### config.mk
export PLATFORM = sky130hd
export DESIGN_NAME = trk_jump_ctrl
export DESIGN_NICKNAME = d
export VERILOG_FILES = /design/src/rtl/trk_jump_pkg.sv /design/src/rtl/jt_xing_count.sv /design/src/rtl/jt_win_timer.sv /design/src/rtl/jt_speed_reg.sv /design/src/rtl/trk_jump_ctrl.sv
export SDC_FILE = /design/constraint.sdc
export NUM_CORES = 1
export LEC_CHECK = 0
export ABC_AREA = 1
export BUFFER_PORTS_ARGS = -buffer_cell sky130_fd_sc_hd__buf_2
export CELL_PAD_IN_SITES_DETAIL_PLACEMENT = 0
export CELL_PAD_IN_SITES_GLOBAL_PLACEMENT = 1
export CORE_AREA = 3 3 118 120
export DETAILED_ROUTE_END_ITERATION = 16
export DIE_AREA = 0 0 121 123
export HOLD_SLACK_MARGIN = 0.12
export PLACE_DENSITY_LB_ADDON = 0.25
export SETUP_SLACK_MARGIN = 0.5
export SYNTH_ARGS = -nofsm -noshare
export SYNTH_HDL_FRONTEND = slang
export SYNTH_SLANG_ARGS = --single-unit
### constraint.sdc
create_clock -name clk -period 3.4 [get_ports clk]
set_input_delay 0.68 -clock clk [delete_from_list [all_inputs] [get_ports clk]]
set_output_delay 0.68 -clock clk [all_outputs]
set_load 0.01 [all_outputs]
### src/rtl/trk_jump_pkg.sv
package trk_jump_pkg;
  typedef enum logic [2:0] {
    ST_IDLE  = 3'd0,
    ST_KICK  = 3'd1,
    ST_DECEL = 3'd2,
    ST_SPEED = 3'd3,
    ST_BRAKE = 3'd4,
    ST_GAIN  = 3'd5
  } jump_state_e;

  typedef enum logic [1:0] {
    DRV_PASS  = 2'd0,
    DRV_KICK  = 2'd1,
    DRV_BRAKE = 2'd2
  } drv_mode_e;
endpackage

### src/rtl/jt_xing_count.sv
module jt_xing_count #(
  parameter int CNT_W = 7
) (
  input  logic             clk,
  input  logic             rst_n,
  input  logic             clr,
  input  logic             cnt_en,
  input  logic             xing,
  input  logic [CNT_W-1:0] tgt,
  output logic             at_half,
  output logic             at_all
);
  logic [CNT_W-1:0] cnt_q;
  logic [CNT_W-1:0] cnt_nx;
  logic [CNT_W:0]   half_w;
  logic [CNT_W-1:0] half;

  assign cnt_nx  = cnt_q + 1'b1;
  assign half_w  = ({1'b0, tgt} + 1'b1) >> 1;
  assign half    = half_w[CNT_W-1:0];
  assign at_half = cnt_en && xing && (cnt_nx == half);
  assign at_all  = cnt_en && xing && (cnt_nx == tgt);

  always_ff @(posedge clk or negedge rst_n) begin
    if (!rst_n)                cnt_q <= '0;
    else if (clr)              cnt_q <= '0;
    else if (cnt_en && xing)   cnt_q <= cnt_nx;
  end

  // the count never reaches the target while counting is enabled
  a_r2_count_below_target: assert property (@(posedge clk) disable iff (!rst_n)
    cnt_en |-> (cnt_q < tgt));
endmodule

### src/rtl/jt_win_timer.sv
module jt_win_timer #(
  parameter int DIV   = 1,
  parameter int LIM_W = 8
) (
  input  logic             clk,
  input  logic             rst_n,
  input  logic             run,
  input  logic [LIM_W-1:0] limit,
  output logic             last
);
  localparam int PRE_W = (DIV > 1) ? $clog2(DIV) : 1;

  logic [LIM_W-1:0] tcnt_q;
  logic [LIM_W-1:0] lim_eff;
  logic             tick;

  assign lim_eff = (limit == '0) ? LIM_W'(1) : limit;

  generate
    if (DIV > 1) begin : g_pre
      logic [PRE_W-1:0] pre_q;
      always_ff @(posedge clk or negedge rst_n) begin
        if (!rst_n)                         pre_q <= '0;
        else if (!run)                      pre_q <= '0;
        else if (pre_q == PRE_W'(DIV - 1))  pre_q <= '0;
        else                                pre_q <= pre_q + 1'b1;
      end
      assign tick = run && (pre_q == PRE_W'(DIV - 1));
    end else begin : g_nopre
      assign tick = run;
    end
  endgenerate

  assign last = tick && (tcnt_q == lim_eff - 1'b1);

  always_ff @(posedge clk or negedge rst_n) begin
    if (!rst_n)      tcnt_q <= '0;
    else if (!run)   tcnt_q <= '0;
    else if (last)   tcnt_q <= '0;
    else if (tick)   tcnt_q <= tcnt_q + 1'b1;
  end

  // the window counter stays inside the programmed length
  a_r5_window_in_range: assert property (@(posedge clk) disable iff (!rst_n)
    run |-> (tcnt_q < lim_eff));
endmodule

### src/rtl/jt_speed_reg.sv
module jt_speed_reg #(
  parameter int AMP_W = 8,
  parameter int IVL_W = 12,
  parameter int STEP  = 4
) (
  input  logic             clk,
  input  logic             rst_n,
  input  logic             load,
  input  logic [AMP_W-1:0] load_val,
  input  logic             active,
  input  logic             xing,
  input  logic [IVL_W-1:0] tgt_ivl,
  input  logic [AMP_W-1:0] max_drive,
  output logic [AMP_W-1:0] level
);
  localparam logic [AMP_W-1:0] STEP_V = AMP_W'(STEP);

  logic [IVL_W-1:0] ivl_q;
  logic [AMP_W-1:0] level_q;
  logic [AMP_W:0]   sum_w;
  logic [AMP_W-1:0] up_val;
  logic [AMP_W-1:0] dn_val;

  assign sum_w  = {1'b0, level_q} + {1'b0, STEP_V};
  assign up_val = (sum_w > {1'b0, max_drive}) ? max_drive : sum_w[AMP_W-1:0];
  assign dn_val = (level_q > STEP_V) ? (level_q - STEP_V) : '0;
  assign level  = level_q;

  always_ff @(posedge clk or negedge rst_n) begin
    if (!rst_n)                   ivl_q <= '0;
    else if (load)                ivl_q <= '0;
    else if (active) begin
      if (xing)                   ivl_q <= '0;
      else if (ivl_q != '1)       ivl_q <= ivl_q + 1'b1;
    end
  end

  always_ff @(posedge clk or negedge rst_n) begin
    if (!rst_n)                   level_q <= '0;
    else if (load)                level_q <= load_val;
    else if (active && xing) begin
      if (ivl_q < tgt_ivl)        level_q <= dn_val;
      else if (ivl_q > tgt_ivl)   level_q <= up_val;
    end
  end

  // a slow crossing never lifts the level above the ceiling
  a_r4_level_capped: assert property (@(posedge clk) disable iff (!rst_n)
    (active && xing && !load && (ivl_q > tgt_ivl)) |=> (level_q <= $past(max_drive)));
  // a fast crossing never raises the level
  a_r4_fast_lowers: assert property (@(posedge clk) disable iff (!rst_n)
    (active && xing && !load && (ivl_q < tgt_ivl)) |=> (level_q <= $past(level_q)));
  // level only moves at a crossing or a load
  a_r4_hold_between: assert property (@(posedge clk) disable iff (!rst_n)
    (!load && !(active && xing)) |=> $stable(level_q));
endmodule

### src/rtl/trk_jump_ctrl.sv
module trk_jump_ctrl
  import trk_jump_pkg::*;
#(
  parameter int MAX_TRACKS = 100,
  parameter int SHORT_MAX  = 4,
  parameter int AMP_W      = 8,
  parameter int IVL_W      = 12,
  parameter int BRK_W      = 10,
  parameter int STEP       = 4,
  parameter int PRESC      = 10000,
  parameter int GAIN_TICKS = 1000
) (
  input  logic                               clk,
  input  logic                               rst_n,
  input  logic                               start,
  input  logic                               jump_dir,
  input  logic [$clog2(MAX_TRACKS+1)-1:0]    jump_tracks,
  input  logic                               xing,
  input  logic [AMP_W-1:0]                   kick_amp,
  input  logic [AMP_W-1:0]                   max_drive,
  input  logic [IVL_W-1:0]                   tgt_ivl,
  input  logic [BRK_W-1:0]                   brake_len,
  output logic [1:0]                         drv_mode,
  output logic                               drv_dir,
  output logic [AMP_W-1:0]                   drv_level,
  output logic                               servo_closed,
  output logic                               gain_up,
  output logic                               done
);
  localparam int CNT_W = $clog2(MAX_TRACKS + 1);
  localparam int GT_W  = $clog2(GAIN_TICKS + 1);
  localparam logic [CNT_W-1:0] MAX_V   = CNT_W'(MAX_TRACKS);
  localparam logic [CNT_W-1:0] SHORT_V = CNT_W'(SHORT_MAX);

  jump_state_e      state_q;
  logic [CNT_W-1:0] tgt_q;
  logic             dir_q;
  logic             done_q;
  logic [CNT_W-1:0] tgt_eff;
  logic             accept;
  logic             at_half;
  logic             at_all;
  logic             cnt_en;
  logic             brk_last;
  logic             win_last;
  logic [AMP_W-1:0] level;
  logic [AMP_W-1:0] load_val;

  assign tgt_eff  = (jump_tracks > MAX_V) ? MAX_V : jump_tracks;
  assign accept   = (state_q == ST_IDLE) && start;
  assign cnt_en   = (state_q == ST_KICK) || (state_q == ST_DECEL) || (state_q == ST_SPEED);
  assign load_val = (kick_amp > max_drive) ? max_drive : kick_amp;

  jt_xing_count #(.CNT_W(CNT_W)) u_count (
    .clk     (clk),
    .rst_n   (rst_n),
    .clr     (accept),
    .cnt_en  (cnt_en),
    .xing    (xing),
    .tgt     (tgt_q),
    .at_half (at_half),
    .at_all  (at_all)
  );

  jt_speed_reg #(.AMP_W(AMP_W), .IVL_W(IVL_W), .STEP(STEP)) u_speed (
    .clk       (clk),
    .rst_n     (rst_n),
    .load      (accept),
    .load_val  (load_val),
    .active    (state_q == ST_SPEED),
    .xing      (xing),
    .tgt_ivl   (tgt_ivl),
    .max_drive (max_drive),
    .level     (level)
  );

  jt_win_timer #(.DIV(1), .LIM_W(BRK_W)) u_brake (
    .clk   (clk),
    .rst_n (rst_n),
    .run   (state_q == ST_BRAKE),
    .limit (brake_len),
    .last  (brk_last)
  );

  jt_win_timer #(.DIV(PRESC), .LIM_W(GT_W)) u_gain (
    .clk   (clk),
    .rst_n (rst_n),
    .run   (state_q == ST_GAIN),
    .limit (GT_W'(GAIN_TICKS)),
    .last  (win_last)
  );

  always_ff @(posedge clk or negedge rst_n) begin
    if (!rst_n) begin
      state_q <= ST_IDLE;
      tgt_q   <= '0;
      dir_q   <= 1'b0;
      done_q  <= 1'b0;
    end else begin
      done_q <= 1'b0;
      unique case (state_q)
        ST_IDLE: if (start) begin
          if (tgt_eff == '0) begin
            done_q <= 1'b1;
          end else begin
            tgt_q   <= tgt_eff;
            dir_q   <= jump_dir;
            state_q <= (tgt_eff <= SHORT_V) ? ST_KICK : ST_SPEED;
          end
        end
        ST_KICK: begin
          if (at_all)       state_q <= ST_BRAKE;
          else if (at_half) state_q <= ST_DECEL;
        end
        ST_DECEL: if (at_all) state_q <= ST_BRAKE;
        ST_SPEED: if (at_all) state_q <= ST_BRAKE;
        ST_BRAKE: if (brk_last) state_q <= ST_GAIN;
        ST_GAIN: if (win_last) begin
          state_q <= ST_IDLE;
          done_q  <= 1'b1;
        end
        default: state_q <= ST_IDLE;
      endcase
    end
  end

  always_comb begin
    drv_mode     = DRV_PASS;
    drv_dir      = 1'b0;
    drv_level    = '0;
    servo_closed = 1'b1;
    gain_up      = 1'b0;
    unique case (state_q)
      ST_KICK, ST_SPEED: begin
        drv_mode = DRV_KICK; drv_dir = dir_q; drv_level = level; servo_closed = 1'b0;
      end
      ST_DECEL: begin
        drv_mode = DRV_KICK; drv_dir = ~dir_q; drv_level = level; servo_closed = 1'b0;
      end
      ST_BRAKE: begin
        drv_mode = DRV_BRAKE; drv_dir = ~dir_q; servo_closed = 1'b0;
      end
      ST_GAIN: gain_up = 1'b1;
      default: ;
    endcase
  end

  assign done = done_q;

  // captured target and direction hold for the whole jump
  a_r8_capture_stable: assert property (@(posedge clk) disable iff (!rst_n)
    ((state_q != ST_IDLE) && ($past(state_q) != ST_IDLE)) |-> ($stable(tgt_q) && $stable(dir_q)));
  // a completion pulse only follows the gain window or a zero target
  a_r7_done_source: assert property (@(posedge clk) disable iff (!rst_n)
    done |-> (($past(state_q) == ST_GAIN) || ($past(start) && ($past(state_q) == ST_IDLE))));
  // the gain window is entered only from the brake phase
  a_r6_gain_after_brake: assert property (@(posedge clk) disable iff (!rst_n)
    $rose(gain_up) |-> ($past(state_q) == ST_BRAKE));
  // the brake phase is entered only after the final crossing
  a_r5_brake_after_count: assert property (@(posedge clk) disable iff (!rst_n)
    ((state_q == ST_BRAKE) && ($past(state_q) != ST_BRAKE)) |-> $past(at_all));
  // idle keeps the loop closed with no gain-up
  a_r1_idle_closed: assert property (@(posedge clk) disable iff (!rst_n)
    (state_q == ST_IDLE) |-> (servo_closed && !gain_up));
endmodule

Word-level counts from Yosys, hierarchy flattened
Cells that the tools add are included.

storage, ports and cells
  bits in registers = 73
  output and inout bits = 14

cells by class
  add/sub/neg operators = 9
  $lt $le $gt $ge = 7
  eq/ne operators = 18
  mux-type cells = 40
  bitwise gates (word level) = 2
  reductions and logical operators = 27

operators with widths
  operator               count
  $mux 8                 8
  $mux 10                6
  $mux 12                4
  $mux 14                2
  $mux 3                 7
  $mux 7                 3
  $add 10x1->10 const B  2
  $pmux 3 s5             1
  $add 14x1->14 const B  1
  $eq 14x14->1 const B   1
  $eq 7x7->1             2
  $add 12x1->12 const B  1
  $gt 12x12->1           1
  $lt 12x12->1           1
  $ne 12x12->1 const B   1
  $eq 10x10->1           1
  $eq 10x10->1 const B   1
  $logic_not 10->1       1
  $sub 10x1->10 const B  1
  $add 8x3->9 const B    1
  $gt 9x8->1             1
  $add 7x1->8 const B    1
  $gt 8x3->1 const B     1
  $gt 8x8->1             1
  27 further kinds       53

Logic depth before layout (Yosys ltp)
Gate-level depths: netlist (run 1).

  depth after elaboration = 8
  mapped depth = 18
  gate-level depth less buffers = 18

Hierarchy
From an unflattened synthesis (run 1), not the netlist that was laid out.

unflattened totals
  cells, all modules = 1074
  area, all modules = 6929.1 µm²

by module, submodules not included
  module                  times used  cells an instance  area each (µm²)  seq. area each (µm²)
  jt_speed_reg            1           333                2174.6           500.5
  jt_win_timer (u_gain)   1           264                1770.4           600.6
  trk_jump_ctrl           1           176                1162.4           300.3
  jt_win_timer (u_brake)  1           164                1032.2           250.2
  jt_xing_count           1           137                789.5            175.2

Least setup slack after synthesis (run 1)
Ideal clock, no wire load.

  path kind = input -> register
  from = in brake_len[5]
  to = reg state_q[1]
  library setup time = 0.066 ns
  data arrival time = 2.287 ns
  required time = 3.334 ns
  slack = 1.047 ns
  stages on the path = 18
  path through = nor2_1 -> nand2_1 -> inv_1 -> a21oi_1 -> ha_1 -> nand3_1 -> inv_1 -> nand2_1 -> nand2_1 -> nand2_1 -> nor2_1 -> nand3_1 -> nor2_1 -> nand2_1 -> nand2_1 -> buf_4 -> nand3_1 -> nand2_1

on the way
  word-level cells in the longest chain between the ends = 7

ends and longest elaborated chain
  element                         RTL line              source
  start: declaration              trk_jump_ctrl.sv:22   input logic [BRK_W-1:0] brake_len,
  $logic_not 10->1                jt_win_timer.sv:17    assign lim_eff = (limit == '0) ? LIM_W'(1) : limit;
  $mux 10 (*)                     jt_win_timer.sv:17
  $sub 10x1->10 (*)               jt_win_timer.sv:34    assign last = tick && (tcnt_q == lim_eff - 1'b1);
  $eq 10x10->1 (*)                jt_win_timer.sv:34
  $logic_and 1x1->1 (*)           jt_win_timer.sv:34
  $ne 2x2->1 (no line) (*)        n/a
  $reduce_and 6->1 (no line) (*)  n/a
  end signal: assignment          trk_jump_ctrl.sv:108  state_q <= (tgt_eff <= SHORT_V) ? ST_KICK : ST_SPEED;
  end: declaration                trk_jump_ctrl.sv:35   jump_state_e state_q;

Mark *: on every way between the ends. The rest lies on a longest branch, timed or not.
A chain may end at the register's enable or synchronous reset.

Worst setup path in the final report (run 1)
  from = reg u_speed.level_q[2] (netlist: u_speed.level[2])
  to = reg u_speed.level_q[7] (netlist: u_speed.level[7])

on the way
  word-level cells in the longest chain between the ends = 7
  elaborated cells between the ends (all ways) = 10

ends and longest elaborated chain
  element                   RTL line            source
  start: declaration        jt_speed_reg.sv:19  logic [AMP_W-1:0] level_q;
  start signal: assignment  jt_speed_reg.sv:40  else if (load) level_q <= load_val;
  start signal: assignment  jt_speed_reg.sv:42  if (ivl_q < tgt_ivl) level_q <= dn_val;
  start signal: assignment  jt_speed_reg.sv:43  else if (ivl_q > tgt_ivl) level_q <= up_val;
  $add 8x3->9               jt_speed_reg.sv:24  assign sum_w = {1'b0, level_q} + {1'b0, STEP_V};
  $gt 9x8->1                jt_speed_reg.sv:25  assign up_val = (sum_w > {1'b0, max_drive}) ? max_drive : sum_w[AMP_W-1:0];
  $mux 8                    jt_speed_reg.sv:25
  $mux 8                    jt_speed_reg.sv:43
  $mux 8 (*)                jt_speed_reg.sv:42
  $mux 8 (*)                jt_speed_reg.sv:41  else if (active && xing) begin
  $mux 8 (*)                jt_speed_reg.sv:40

Mark *: on every way between the ends. The rest lies on a longest branch, timed or not. The select of a mux whose other input is x is not followed.

==> metrics.txt, run 1 <==
# TYPE chip_impl_metric gauge
chip_impl_info{name="result_of_the_run",value="finished clean"} 1
chip_impl_metric{name="area_of_the_multi_input_gates",unit="sq um"} 3430
chip_impl_metric{name="grt_remaining_overflow",unit=""} 0
chip_impl_metric{name="die_x",unit="microns"} 121
chip_impl_metric{name="cts.path.max_buffers",unit=""} 2
chip_impl_metric{name="synth_seq_area_share",unit=""} 0.315
chip_impl_metric{name="route.detailed.vias_per_inst",unit=""} 5.08
chip_impl_metric{name="synthToLayoutAreaGrowth",unit="%"} 14.7
chip_impl_metric{name="power_per_cell_area",unit="nW/um^2"} 662
chip_impl_metric{name="setup_total_negative_slack",unit="ns"} 0
chip_impl_metric{name="critical_path_peak_fanout",unit=""} 9
chip_impl_metric{name="routed-via-count",unit=""} 5546
chip_impl_metric{name="remaining_drc_errors",unit=""} 0
chip_impl_metric{name="placement.io_buffers",unit=""} 63
chip_impl_info{name="hold_path_class",value="in2async"} 1
chip_impl_metric{name="grt_antenna_before_repair",unit=""} 0
chip_impl_metric{name="routedWlPerCell",unit="microns"} 13.1
chip_impl_metric{name="synth.avg_cell_area",unit="sq um"} 6.83
chip_impl_metric{name="grt_max_degree",unit=""} 74
chip_impl_metric{name="cts_sinks",unit=""} 73
chip_impl_metric{name="core",unit="sq um"} 13100
chip_impl_metric{name="worst_r2r_path_depth",unit=""} 16
chip_impl_metric{name="final_layout_size_suffix_gt1_frac",unit=""} 0.121
chip_impl_metric{name="p_leak",unit="nW"} 3.35
chip_impl_metric{name="max_clock_freq",unit="MHz"} 383
chip_impl_metric{name="post_cts_buffers",unit=""} 0
chip_impl_info{name="unrepaired_setup_endpoints_after_global_routing",value="no"} 1
chip_impl_metric{name="routed_wl",unit="microns"} 14300
chip_impl_metric{name="initialDrtViolationCount",unit=""} 377
chip_impl_metric{name="initial_cell_density_of_the_core",unit=""} 0.444
chip_impl_metric{name="final_hold_violations",unit=""} 0
chip_impl_metric{name="groute.layer.met3.usage",unit=""} 0.0329
chip_impl_info{name="end_kind",value="register"} 1
chip_impl_metric{name="clock_pin_slew_reported_for_the_worst_setup_and_hold_paths_after_clock_tree_synthesis",unit="ns"} 0.06
chip_impl_metric{name="groute.layer.met2.usage",unit=""} 0.338
chip_impl_metric{name="critPathArrivalTime",unit="ns"} 2.82
chip_impl_metric{name="ys_ff_latch",unit=""} 73
chip_impl_info{name="worst-setup-path-type",value="reg2reg"} 1
chip_impl_info{name="synthMostInstantiatedCell",value="nand2_1"} 1
chip_impl_metric{name="cts_inserted_buffers",unit=""} 9
chip_impl_metric{name="place_hpwl",unit="microns"} 11300
chip_impl_info{name="top_cells_by_area_synth",value="dfrtp_1, nand2_1, ha_1"} 1
chip_impl_metric{name="cap_viol_max_count",unit=""} 0
chip_impl_metric{name="filler_cell_count",unit=""} 1345
chip_impl_metric{name="worstPathBufferInverterCount",unit=""} 1
chip_impl_metric{name="setup_viol",unit=""} 0
chip_impl_metric{name="min_period",unit="ns"} 2.61
chip_impl_info{name="postSynth.topFlopCell",value="dfrtp_1"} 1
chip_impl_metric{name="htreeDepth",unit=""} 3
chip_impl_metric{name="vdd.ir_drop.worst",unit="mV"} 0.345
chip_impl_metric{name="ioPinCount",unit=""} 64
chip_impl_metric{name="mappedNetlistNets",unit=""} 938
chip_impl_metric{name="finalNonFillerCells",unit=""} 1092
chip_impl_info{name="tritoncts_clock_tree",value="yes"} 1
chip_impl_info{name="synth_top_area_cell",value="dfrtp_1"} 1
chip_impl_metric{name="die-area",unit="sq um"} 14900
chip_impl_metric{name="synth.yosys.warnings",unit=""} 0
chip_impl_metric{name="slew_viol_final",unit=""} 0
chip_impl_info{name="critical_path.top_delay_family",value="simple AND/OR/NAND/NOR gates"} 1
chip_impl_info{name="crit_path_cells",value="ha_1, nand3_1, xor2_1, inv_1, ha_1, a21o_1, nand3_1, nand2_1, nor2_1, nand2_1, nand2_2, nand2_1, nand3_1, nand2_1, nand2_1, a21oi_1"} 1
chip_impl_metric{name="yosysTopAreaCellShare",unit=""} 0.315
chip_impl_info{name="synthTopCellsByCount",value="nand2_1, inv_1, nor2_1"} 1
chip_impl_metric{name="cts-hold-fix-buffers",unit=""} 0
chip_impl_metric{name="globalRouteMet1Util",unit=""} 0.264
chip_impl_metric{name="synth_enable_flop_cells",unit=""} 0
chip_impl_metric{name="cpPeakStageDelay",unit="ns"} 0.45
chip_impl_metric{name="worst_skew_pair.late_latency",unit="ns"} 0.33
chip_impl_metric{name="total_number_of_nets_in_the_final_design",unit=""} 999
chip_impl_metric{name="drtPass1Iterations",unit=""} 5
chip_impl_metric{name="core.rowCount",unit=""} 42
chip_impl_metric{name="min_period_over_period",unit=""} 0.769
chip_impl_metric{name="crit_cells",unit=""} 16
chip_impl_info{name="globalRoute.busiestLayer",value="met2"} 1
chip_impl_metric{name="die_h",unit="microns"} 123
chip_impl_metric{name="final_antenna_net_count",unit=""} 0
chip_impl_metric{name="dp_cells",unit=""} 1076
chip_impl_metric{name="synth_area",unit="sq um"} 5810
chip_impl_info{name="worst_setup_path_start_kind",value="register"} 1
chip_impl_metric{name="cp_data_required_time",unit="ns"} 3.61
chip_impl_metric{name="via_count_of_the_first_global_routing_pass",unit=""} 5365
chip_impl_info{name="critical-path-top-cell-by-count",value="nand2_1"} 1
chip_impl_metric{name="grt_pass1_wl",unit="microns"} 24400
chip_impl_metric{name="register_area",unit="sq um"} 1830
chip_impl_metric{name="antenna_cells",unit=""} 0
chip_impl_info{name="cp_slowest_cell",value="dfrtp_1"} 1
chip_impl_info{name="cts.root.buffer_cell",value="clkbuf_16"} 1
chip_impl_metric{name="gp_congestion",unit=""} 0.877
chip_impl_metric{name="async_set_reset_flop_share_out_of_synthesis",unit=""} 1.00
chip_impl_metric{name="yosys.cell_types.count",unit=""} 48
chip_impl_metric{name="syn-instance-count",unit=""} 850
chip_impl_metric{name="skew",unit="ns"} 0.00833
chip_impl_metric{name="grt_util_all_layers",unit=""} 0.201
chip_impl_metric{name="worst_slew_margin_rel",unit=""} 0.362
chip_impl_metric{name="worst_pin_slew",unit="ns"} 0.957
[state kept, by name, summed over array words and instances, names as in the netlist]
| name | count |
|---|---|
| u_gain.g_pre.pre_q | 14 |
| u_speed.ivl_q | 12 |
| u_brake.tcnt_q | 10 |
| u_gain.tcnt_q | 10 |
| u_speed.level | 8 |
| tgt_q | 7 |
| u_count.cnt_q | 7 |
| state_q | 3 |
| dir_q | 1 |
| done | 1 |
[placed cells by master, fill, tap and decap left out, types with 2 or more instances in the layout]
cell type / n
o22ai_1: 5
nor3_1: 19
clkbuf_16: 9
a21oi_1: 45
nor2_4: 2
buf_4: 3
inv_6: 2
a21o_1: 3
nand2_2: 5
nor3b_1: 5
a31o_2: 2
o211ai_1: 3
o21ai_1: 2
nor2_2: 3
bufinv_16: 4
clkinv_1: 2
dfrtp_1: 72
nand2_1: 196
o21a_1: 2
nor3_2: 2
nand3_2: 2
nor2_1: 113
nand4_1: 19
ha_1: 38
inv_1: 117
nand3_1: 84
o31ai_1: 2
xnor2_1: 13
nand3b_1: 4
xor2_1: 17
buf_2: 62
o21ai_0: 37
nand2_4: 5
[logic make-up (layout without fill, tap and decap cells)]
| logic type | Yosys count | in the layout | share of synthesized area |
|---|---|---|---|
| compound gates | 106 | 106 | 0.100 |
| flops | 73 | 73 | 0.315 |
| buf+inv | 138 | 204 | 0.0948 |
| xor+xnor | 30 | 30 | 0.0452 |
| simple gates | 464 | 464 | 0.362 |
| fa+ha+maj | 38 | 38 | 0.0819 |
| mux | 1 | 1 | 0.00172 |
[layout make-up]
cell class / instances / share of cell area
clock buffers: 10 / 0.0359
inverters: 123 / 0.0706
multi-input cells: 639 / 0.515
repair buffers: 65 / 0.0500
well taps: 176 / 0.0331
clock inverters: 6 / 0.0207
flip-flops and latches: 73 / 0.274
[stage by stage]
stage                     utilization  power [mW]  hold slack, ns  area [sq um]  setup slack, ns
final                           0.509        4.41           0.471          6660            0.786
after global routing            0.509        4.81           0.514          6660            0.517
after CTS                       0.509        4.43           0.493          6660            0.739
after detailed placement        0.480        3.22           0.476          6280            0.383
after global placement          0.480        3.17           0.469          6280            0.485
after floorplan                     -        2.73           0.384          5810             1.05
[report_power, final]
group | internal, mW | leakage (nW) | total [mW] | switching (mW)
Sequential | 1.02 | 0.979 | 1.26 | 0.242
Combinational | 0.702 | 2.18 | 1.96 | 1.26
Clock | 0.815 | 0.183 | 1.19 | 0.373
[timing repair]
action	4_1_cts	5_1_grt
hold endpoints to repair	0	0
gates resized for setup	0	2
endpoints found under the setup margin	0	5
[worst reg2reg max path, delay by kind of cell (launching register included)]
| family | cells | cell delay [ns] |
|---|---|---|
| fa+ha+maj | 2 | 0.59 |
| buf+inv | 1 | 0.08 |
| simple gates | 10 | 0.97 |
| xor+xnor | 1 | 0.15 |
| compound gates | 2 | 0.26 |
| flops | 1 | 0.45 |
[metal layers]
layer	vias to the layer above	share of wire
met3	23	0.036
met5	-	0
met4	0	0.019
met1	2534	0.47
met2	106	0.48
li1	2883	-
[worst paths after layout]
check | from | endpoint | slack, ns
worst max-delay path | u_speed.level[2] | u_speed.level[7] | 0.79
worst min-delay path | rst_n | u_speed.level[6] | 0.47
worst max register to register | u_speed.level[2] | u_speed.level[7] | 0.79
worst min register to register | u_speed.level[0] | u_speed.level[0] | 0.49
max in group asynchronous | rst_n | tgt_q[2] | 2.27
min in group clk | u_speed.level[0] | u_speed.level[0] | 0.49
No activity file was read; power rests on OpenSTA's default activity.
==> run 2, diff against run 1 <==
- CORE_AREA: 3 3 118 120 -> 3 3 127 129
- DIE_AREA: 0 0 121 123 -> 0 0 130 132
- clock period: 3.4 -> 2.4 ns (I/O delays scaled with it)
==> run 2 against run 1 <==
  * Non-clock buffer count up 75
  * Global-route usage decreased by 1.0 points
  * Die area grew 15%
  * Critical path depth shrank 1
  * Clock-buffer cell count did not move
  * Via count is 5.3% higher
  * Highest routed layer is now met5
  * Combinational power up 130%
  * Setup slack worse by 0.68 ns
  * Hold slack got worse by 0.13 ns
  * Register-to-register slack got worse by 0.68 ns
  * Largest cell class unchanged
==> metrics.txt, run 2 (synthesis results as in run 1) <==
# TYPE chip_impl_metric gauge
chip_impl_metric{name="min_period",unit="ns"} 2.29
chip_impl_metric{name="core",unit="sq um"} 15100
chip_impl_metric{name="worst_skew_pair.late_latency",unit="ns"} 0.35
chip_impl_metric{name="cap_viol_max_count",unit=""} 0
chip_impl_metric{name="placement.io_buffers",unit=""} 63
chip_impl_metric{name="cts_sinks",unit=""} 73
chip_impl_metric{name="slew_viol_final",unit=""} 0
chip_impl_metric{name="place_hpwl",unit="microns"} 11900
chip_impl_metric{name="total_number_of_nets_in_the_final_design",unit=""} 1075
chip_impl_info{name="layout_common_cells",value="nand2_1, inv_1, nor2_1"} 1
chip_impl_metric{name="min_period_over_period",unit=""} 0.955
chip_impl_metric{name="detailed_place.area",unit="sq um"} 6590
chip_impl_info{name="registers.top_by_ff_count",value="u_gain.g_pre.pre_q"} 1
chip_impl_metric{name="detailroute.wirelength.met3",unit="microns"} 495
chip_impl_metric{name="max_clock_freq",unit="MHz"} 436
chip_impl_info{name="layout.cells.most_common",value="nand2_1"} 1
chip_impl_metric{name="ioPinCount",unit=""} 64
chip_impl_metric{name="remaining_drc_errors",unit=""} 0
chip_impl_info{name="largest_registers",value="u_gain.g_pre.pre_q x14, u_speed.ivl_q x12"} 1
chip_impl_metric{name="initialDrtViolationCount",unit=""} 348
chip_impl_metric{name="largest_register_ffs",unit=""} 14
chip_impl_metric{name="dp_cells",unit=""} 1109
chip_impl_metric{name="grt_util_all_layers",unit=""} 0.190
chip_impl_metric{name="via_count_of_the_first_global_routing_pass",unit=""} 5561
chip_impl_metric{name="grt_pass1_wl",unit="microns"} 26700
chip_impl_metric{name="routed_wl",unit="microns"} 16400
chip_impl_metric{name="final_layout_size_suffix_gt1_frac",unit=""} 0.316
chip_impl_metric{name="worst_pin_slew",unit="ns"} 0.511
chip_impl_metric{name="setup_viol",unit=""} 0
chip_impl_info{name="unrepaired_setup_endpoints_after_global_routing",value="yes"} 1
chip_impl_metric{name="antenna_cells",unit=""} 0
chip_impl_metric{name="synthToLayoutAreaGrowth",unit="%"} 39.5
chip_impl_metric{name="cp_data_required_time",unit="ns"} 2.62
chip_impl_info{name="cts.root.buffer_cell",value="clkbuf_16"} 1
chip_impl_metric{name="die_x",unit="microns"} 130
chip_impl_metric{name="clock_pin_slew_reported_for_the_worst_setup_and_hold_paths_after_clock_tree_synthesis",unit="ns"} 0.06
chip_impl_metric{name="finalNonFillerCells",unit=""} 1180
chip_impl_metric{name="grt_remaining_overflow",unit=""} 0
chip_impl_metric{name="cts_inserted_buffers",unit=""} 9
chip_impl_metric{name="route.detailed.vias_per_inst",unit=""} 4.95
chip_impl_metric{name="grt_max_degree",unit=""} 37
chip_impl_metric{name="holdWs",unit="ns"} 0.343
chip_impl_metric{name="die_h",unit="microns"} 132
chip_impl_metric{name="core.rowCount",unit=""} 45
chip_impl_metric{name="power_per_cell_area",unit="nW/um^2"} 956
chip_impl_metric{name="routedWlPerCell",unit="microns"} 13.9
chip_impl_metric{name="drtPass1Iterations",unit=""} 4
chip_impl_metric{name="grt_antenna_before_repair",unit=""} 1
chip_impl_metric{name="routed_length_on_met2",unit="microns"} 7890
chip_impl_metric{name="routed-via-count",unit=""} 5841
chip_impl_info{name="hold_path_class",value="in2reg"} 1
chip_impl_info{name="worst_setup_path_start_kind",value="register"} 1
chip_impl_metric{name="cts.path.max_buffers",unit=""} 2
chip_impl_metric{name="drt-met1-wl",unit="microns"} 7800
chip_impl_metric{name="gp_congestion",unit=""} 0.852
chip_impl_info{name="worst-setup-path-type",value="reg2reg"} 1
chip_impl_metric{name="p_leak",unit="nW"} 3.84
chip_impl_info{name="dr.max_layer_used",value="met5"} 1
chip_impl_metric{name="setup_total_negative_slack",unit="ns"} 0
chip_impl_info{name="result_of_the_run",value="finished clean"} 1
chip_impl_metric{name="critPathArrivalTime",unit="ns"} 2.51
chip_impl_metric{name="initial_cell_density_of_the_core",unit=""} 0.383
chip_impl_metric{name="final_hold_violations",unit=""} 0
chip_impl_metric{name="final_core_utilization",unit=""} 0.535
chip_impl_metric{name="die-area",unit="sq um"} 17200
chip_impl_metric{name="worst_slew_margin_rel",unit=""} 0.659
chip_impl_metric{name="final_antenna_net_count",unit=""} 0
chip_impl_metric{name="vdd.ir_drop.worst",unit="mV"} 0.421
chip_impl_info{name="end_kind",value="register"} 1
chip_impl_metric{name="skew",unit="ns"} 0.00630
chip_impl_metric{name="htreeDepth",unit=""} 3
chip_impl_metric{name="critical_path_peak_fanout",unit=""} 7
chip_impl_metric{name="final_design_area_no_fill",unit="sq um"} 8100
chip_impl_info{name="tritoncts_clock_tree",value="yes"} 1
-- run 2: changes by cell type in the layout (fill, tap and decap cells not counted), sizes merged --
cell | before | now
inv | 121 | 118
bufinv | 4 | 1
clkinv | 4 | 5
buf | 65 | 139
dlygate4sd3 | 0 | 1
clkinvlp | 0 | 5
nand2 | 207 | 208
-- run 2: stage by stage --
| stage | worst slack, ns | total power, mW |
|---|---|---|
| global route | -0.0659 | 8.36 |
| finish | 0.109 | 7.75 |
| global placement | -0.0636 | 4.91 |
| CTS | 0.174 | 6.98 |
| detailed placement | -0.0547 | 4.89 |
| floorplan | 0.249 | 3.97 |
-- run 2: cell type report --
type	count	area, sq um
Inverter	123	498
Tap cell	188	235
Fill cell	1446	7040
Multi-Input combinational cell	640	4120
Timing Repair Buffer	140	1110
Clock inverter	6	66.3
Sequential cell	73	1840
Clock buffer	10	239
-- run 2: what timing repair did --
item	4_1_cts	5_1_grt
buffers inserted	28	24
gates cloned	2	0
pin swaps	31	43
endpoints found under the hold margin	14	0
gates resized for setup	89	106
hold buffers	1	0
endpoints found under the setup margin	44	53
-- run 2: power by group --
part	internal, mW	switching [mW]
Combinational	2.02	2.58
Clock	0.834	0.550
Sequential	1.45	0.310
-- run 2: final timing paths --
| check | to | cells past startpoint | start | slack, ns |
|---|---|---|---|---|
| min in group asynchronous | u_speed.level[6] | 2 | rst_n | 0.65 |
| setup / recovery | u_speed.level[7] | 15 | u_speed.level[3] | 0.11 |
| hold / removal | dir_q | 3 | jump_dir | 0.34 |
| hold reg to reg | u_brake.tcnt_q[0] | 1 | u_brake.tcnt_q[0] | 0.50 |
| setup reg to reg | u_speed.level[7] | 15 | u_speed.level[3] | 0.11 |
| max in group asynchronous | state_q[2] | 3 | rst_n | 1.16 |
-- run 2: layer usage --
| metal | track usage | vias to the layer above |
|---|---|---|
| met5 | 0 | - |
| li1 | - | 3047 |
| met1 | 0.269 | 2684 |
| met3 | 0.0340 | 21 |
| met4 | 0.0410 | 2 |
| met2 | 0.304 | 87 |
-- run 2: worst max-delay path: stages, from the launching register on --
cell	delay, ns
dfrtp_2	0.43
nand3_2	0.13
nor2_2	0.11
nand2_1	0.09
xor2_2	0.18
inv_1	0.10
ha_4	0.31
nand2_1	0.07
nor2_2	0.15
nand3_4	0.16
nand2_8	0.14
nand2_1	0.06
nand3_1	0.07
nand2_1	0.06
nand2_1	0.05
a21oi_1	0.05
==> run 3, diff against run 2 <==
- CORE_AREA: 3 3 127 129 -> 3 3 138 140
- DIE_AREA: 0 0 130 132 -> 0 0 141 143
- SYNTH_HIERARCHICAL: unset -> 1
==> run 3 against run 2 <==
  * Fmax increased by 0.83%
  * Critical path type is now in2reg
  * Clock-buffer cell count decreased by 1
  * Register-to-register slack improved by 0.04 ns
  * Via count increased by 18%
  * Cell count increased by 27%
  * Global-route usage decreased by 1.0 points
  * Utilization decreased by 1.1 points
  * Hold slack got worse by 0.0011 ns
==> metrics.txt, run 3 <==
# TYPE chip_impl_metric gauge
chip_impl_info{name="layout_common_cells",value="nand2_1, inv_1, nor2_1"} 1
chip_impl_metric{name="die_h",unit="microns"} 143
chip_impl_metric{name="route.detailed.vias_per_inst",unit=""} 4.60
chip_impl_metric{name="cap_viol_max_count",unit=""} 0
chip_impl_metric{name="largest_register_ffs",unit=""} 14
chip_impl_metric{name="grt_util_all_layers",unit=""} 0.180
chip_impl_metric{name="min_period_over_period",unit=""} 0.947
chip_impl_metric{name="grt_pass1_wl",unit="microns"} 30100
chip_impl_metric{name="min_period",unit="ns"} 2.27
chip_impl_metric{name="final_layout_size_suffix_gt1_frac",unit=""} 0.284
chip_impl_info{name="synth_top_area_cell",value="dfrtp_1"} 1
chip_impl_metric{name="clock_pin_slew_reported_for_the_worst_setup_and_hold_paths_after_clock_tree_synthesis",unit="ns"} 0.06
chip_impl_metric{name="vdd.ir_drop.worst",unit="mV"} 0.552
chip_impl_info{name="worstReg2RegStart",value="u_speed/level[3]"} 1
chip_impl_info{name="worst_setup_path_start_kind",value="input pin"} 1
chip_impl_info{name="startpoint",value="brake_len[8]"} 1
chip_impl_metric{name="total_number_of_nets_in_the_final_design",unit=""} 1348
chip_impl_metric{name="die-area",unit="sq um"} 20200
chip_impl_metric{name="cts.path.max_buffers",unit=""} 2
chip_impl_metric{name="yosys.cell_types.count",unit=""} 49
chip_impl_info{name="registers.top_by_ff_count",value="u_gain/g_pre.pre_q"} 1
chip_impl_metric{name="async_set_reset_flop_share_out_of_synthesis",unit=""} 1.00
chip_impl_metric{name="synth_area",unit="sq um"} 6930
chip_impl_metric{name="routedWlPerCell",unit="microns"} 11.9
chip_impl_metric{name="finalNonFillerCells",unit=""} 1493
chip_impl_metric{name="place_hpwl",unit="microns"} 13000
chip_impl_metric{name="critical_path_peak_fanout",unit=""} 4
chip_impl_metric{name="synth_enable_flop_cells",unit=""} 0
chip_impl_metric{name="routed_length_on_met2",unit="microns"} 8480
chip_impl_metric{name="worst_r2r_path_depth",unit=""} 17
chip_impl_metric{name="syn-instance-count",unit=""} 1074
chip_impl_metric{name="slew_viol_final",unit=""} 0
chip_impl_metric{name="reg2reg_setup_slack",unit="ns"} 0.15
chip_impl_metric{name="finalPower",unit="mW"} 7.90
chip_impl_metric{name="setup_viol",unit=""} 0
chip_impl_metric{name="placement.io_buffers",unit=""} 63
chip_impl_metric{name="grt_max_degree",unit=""} 42
chip_impl_metric{name="critPathArrivalTime",unit="ns"} 2.51
chip_impl_info{name="hold_path_class",value="in2reg"} 1
chip_impl_info{name="top_cells_by_area_synth",value="dfrtp_1, nand2_1, inv_1"} 1
chip_impl_metric{name="drt-met1-wl",unit="microns"} 8470
chip_impl_metric{name="detailroute.wirelength.met3",unit="microns"} 517
chip_impl_metric{name="die_x",unit="microns"} 141
chip_impl_metric{name="dp_cells",unit=""} 1428
chip_impl_info{name="crit_end",value="state_q[0]"} 1
chip_impl_metric{name="skew",unit="ns"} 0.00784
chip_impl_metric{name="synthToLayoutAreaGrowth",unit="%"} 35.8
chip_impl_info{name="postSynth.topFlopCell",value="dfrtp_1"} 1
chip_impl_info{name="largest_registers",value="u_gain/g_pre.pre_q x14, u_speed/ivl_q x12"} 1
chip_impl_metric{name="p_leak",unit="nW"} 4.84
chip_impl_metric{name="cts_inserted_buffers",unit=""} 9
chip_impl_metric{name="initialDrtViolationCount",unit=""} 331
chip_impl_info{name="dr.max_layer_used",value="met4"} 1
chip_impl_info{name="cts.root.buffer_cell",value="clkbuf_16"} 1
chip_impl_metric{name="cpPeakStageDelay",unit="ns"} 0.22
chip_impl_info{name="reg2reg_to",value="u_speed/level[5]"} 1
chip_impl_metric{name="grt_antenna_before_repair",unit=""} 0
chip_impl_metric{name="initial_cell_density_of_the_core",unit=""} 0.386
chip_impl_metric{name="core",unit="sq um"} 18000
chip_impl_metric{name="worst_skew_pair.late_latency",unit="ns"} 0.35
chip_impl_metric{name="routed-via-count",unit=""} 6874
chip_impl_metric{name="synth.yosys.warnings",unit=""} 6
chip_impl_info{name="synthMostInstantiatedCell",value="nand2_1"} 1
chip_impl_info{name="worst-setup-path-type",value="in2reg"} 1
chip_impl_info{name="cp_slowest_cell",value="ha_4"} 1
chip_impl_info{name="result_of_the_run",value="finished clean"} 1
chip_impl_metric{name="power_per_cell_area",unit="nW/um^2"} 839
chip_impl_metric{name="final_antenna_net_count",unit=""} 0
chip_impl_metric{name="filler_cell_count",unit=""} 1783
chip_impl_info{name="unrepaired_setup_endpoints_after_global_routing",value="yes"} 1
chip_impl_metric{name="antenna_cells",unit=""} 0
chip_impl_info{name="crit_path_cells",value="buf_6, nor2_4, nand3_2, nor2_4, nor2_4, ha_4, xnor2_2, nor2_1, nand3_2, nor2_2, nand2_1, nor2_2, nand2_2, inv_2, inv_2, a21oi_4, o21a_4, nand2_2, nand2_1, nand2_1"} 1
chip_impl_metric{name="final_hold_violations",unit=""} 0
chip_impl_metric{name="gp_congestion",unit=""} 0.854
chip_impl_metric{name="cts_sinks",unit=""} 73
chip_impl_info{name="end_kind",value="register"} 1
chip_impl_metric{name="grt_remaining_overflow",unit=""} 0
chip_impl_metric{name="final_core_utilization",unit=""} 0.524
chip_impl_metric{name="ys_ff_latch",unit=""} 73
chip_impl_metric{name="htreeDepth",unit=""} 3
chip_impl_info{name="tritoncts_clock_tree",value="yes"} 1
chip_impl_metric{name="yosysTopAreaCellShare",unit=""} 0.264
chip_impl_metric{name="core.rowCount",unit=""} 49
chip_impl_metric{name="via_count_of_the_first_global_routing_pass",unit=""} 6505
chip_impl_metric{name="final_design_area_no_fill",unit="sq um"} 9410
chip_impl_metric{name="holdWs",unit="ns"} 0.341
chip_impl_metric{name="drtPass1Iterations",unit=""} 4
chip_impl_metric{name="cp_data_required_time",unit="ns"} 2.64
chip_impl_info{name="synthTopCellsByCount",value="nand2_1, inv_1, nor2_1"} 1
chip_impl_metric{name="synth_seq_area_share",unit=""} 0.264
chip_impl_metric{name="ioPinCount",unit=""} 64
chip_impl_metric{name="synth.avg_cell_area",unit="sq um"} 6.45
chip_impl_metric{name="detailed_place.area",unit="sq um"} 7940
chip_impl_metric{name="remaining_drc_errors",unit=""} 0
chip_impl_metric{name="routed_wl",unit="microns"} 17800
chip_impl_metric{name="max_clock_freq",unit="MHz"} 440
chip_impl_info{name="layout.cells.most_common",value="nand2_1"} 1
[run 3: cell types whose count changed after synthesis, moves of 13 or more]
cell     delta
nand2_2    +14
inv_2      +13
nand3_1    -15
inv_1      +56
nand2_1   +122
o21ai_0    -18
nor2_2     +20
o21ai_1    +18
a21oi_1    -17
[run 3: layer usage]
metal	vias to the layer above	global-route usage
met2	101	0.308
met1	3065	0.239
met3	17	0.0248
met5	-	0
li1	3691	-
met4	0	0.0541
[run 3: stage by stage]
step	setup WS, ns	TNS, ns
finish	0.128	0
global route	-0.0162	-0.0404
CTS	0.0955	0
detailed placement	-0.314	-0.870
global placement	-0.285	-0.752
floorplan	0.00143	0
[run 3: report_power, final]
| group | switching (mW) | leakage (nW) | internal [mW] | total, mW |
|---|---|---|---|---|
| logic | 2.44 | 3.69 | 2.00 | 4.44 |
| registers | 0.318 | 0.982 | 1.45 | 1.77 |
| clock network | 0.567 | 0.168 | 1.12 | 1.69 |
| total | 3.32 | 4.84 | 4.57 | 7.90 |
[run 3: cells by family after synthesis]
family,Yosys count,synth area share
xor gates and xnor gates,35,0.0442
and+or+nand+nor,627,0.419
adders and majority gates,39,0.0704
other,2,0.00108
DFF,73,0.264
buffers and inverters,203,0.120
AOI/OAI and AO/OA,95,0.0816
[run 3: worst max-delay path, delay by kind of cell]
kind                     cells  cell delay [ns]
AND/OR/NAND/NOR             13             1.18
AO/OA/AOI/OAI                2             0.30
adder cells (fa/ha/maj)      1             0.22
buffers and inverters        3             0.21
XOR/XNOR                     1             0.12
[run 3: worst min-delay path by stage]
| stage | slack, ns | end | depth (start not counted) | from |
|---|---|---|---|---|
| 6_report | 0.34 | dir_q | 3 | jump_dir |
| 5_1_grt | 0.35 | dir_q | 3 | jump_dir |
| 4_1_cts | 0.34 | dir_q | 3 | jump_dir |
| 3_5_place_dp | 0.46 | u_gain/g_pre.pre_q[0] | 1 | u_gain/g_pre.pre_q[0] |
| 3_3_place_gp | 0.45 | u_gain/g_pre.pre_q[0] | 1 | u_gain/g_pre.pre_q[0] |
| 2_1_floorplan | 0.18 | dir_q | 0 | rst_n |
[run 3: cell type report]
cell class	count	area, sq um	area share
inverters	188	728	0.0774
clock buffers	9	225	0.0239
multi-input cells	830	4940	0.525
clock inverters	7	143	0.0152
flip-flops and latches	73	1830	0.195
well taps	229	287	0.0305
repair buffers	157	1260	0.134
[run 3: repair_timing]
action,4_1_cts,5_1_grt
buffers inserted,28,19
pin swaps,37,47
setup endpoints to repair,44,66
endpoints found under the hold margin,32,0
resized for setup,69,103
hold buffers,1,0
gates cloned,1,0
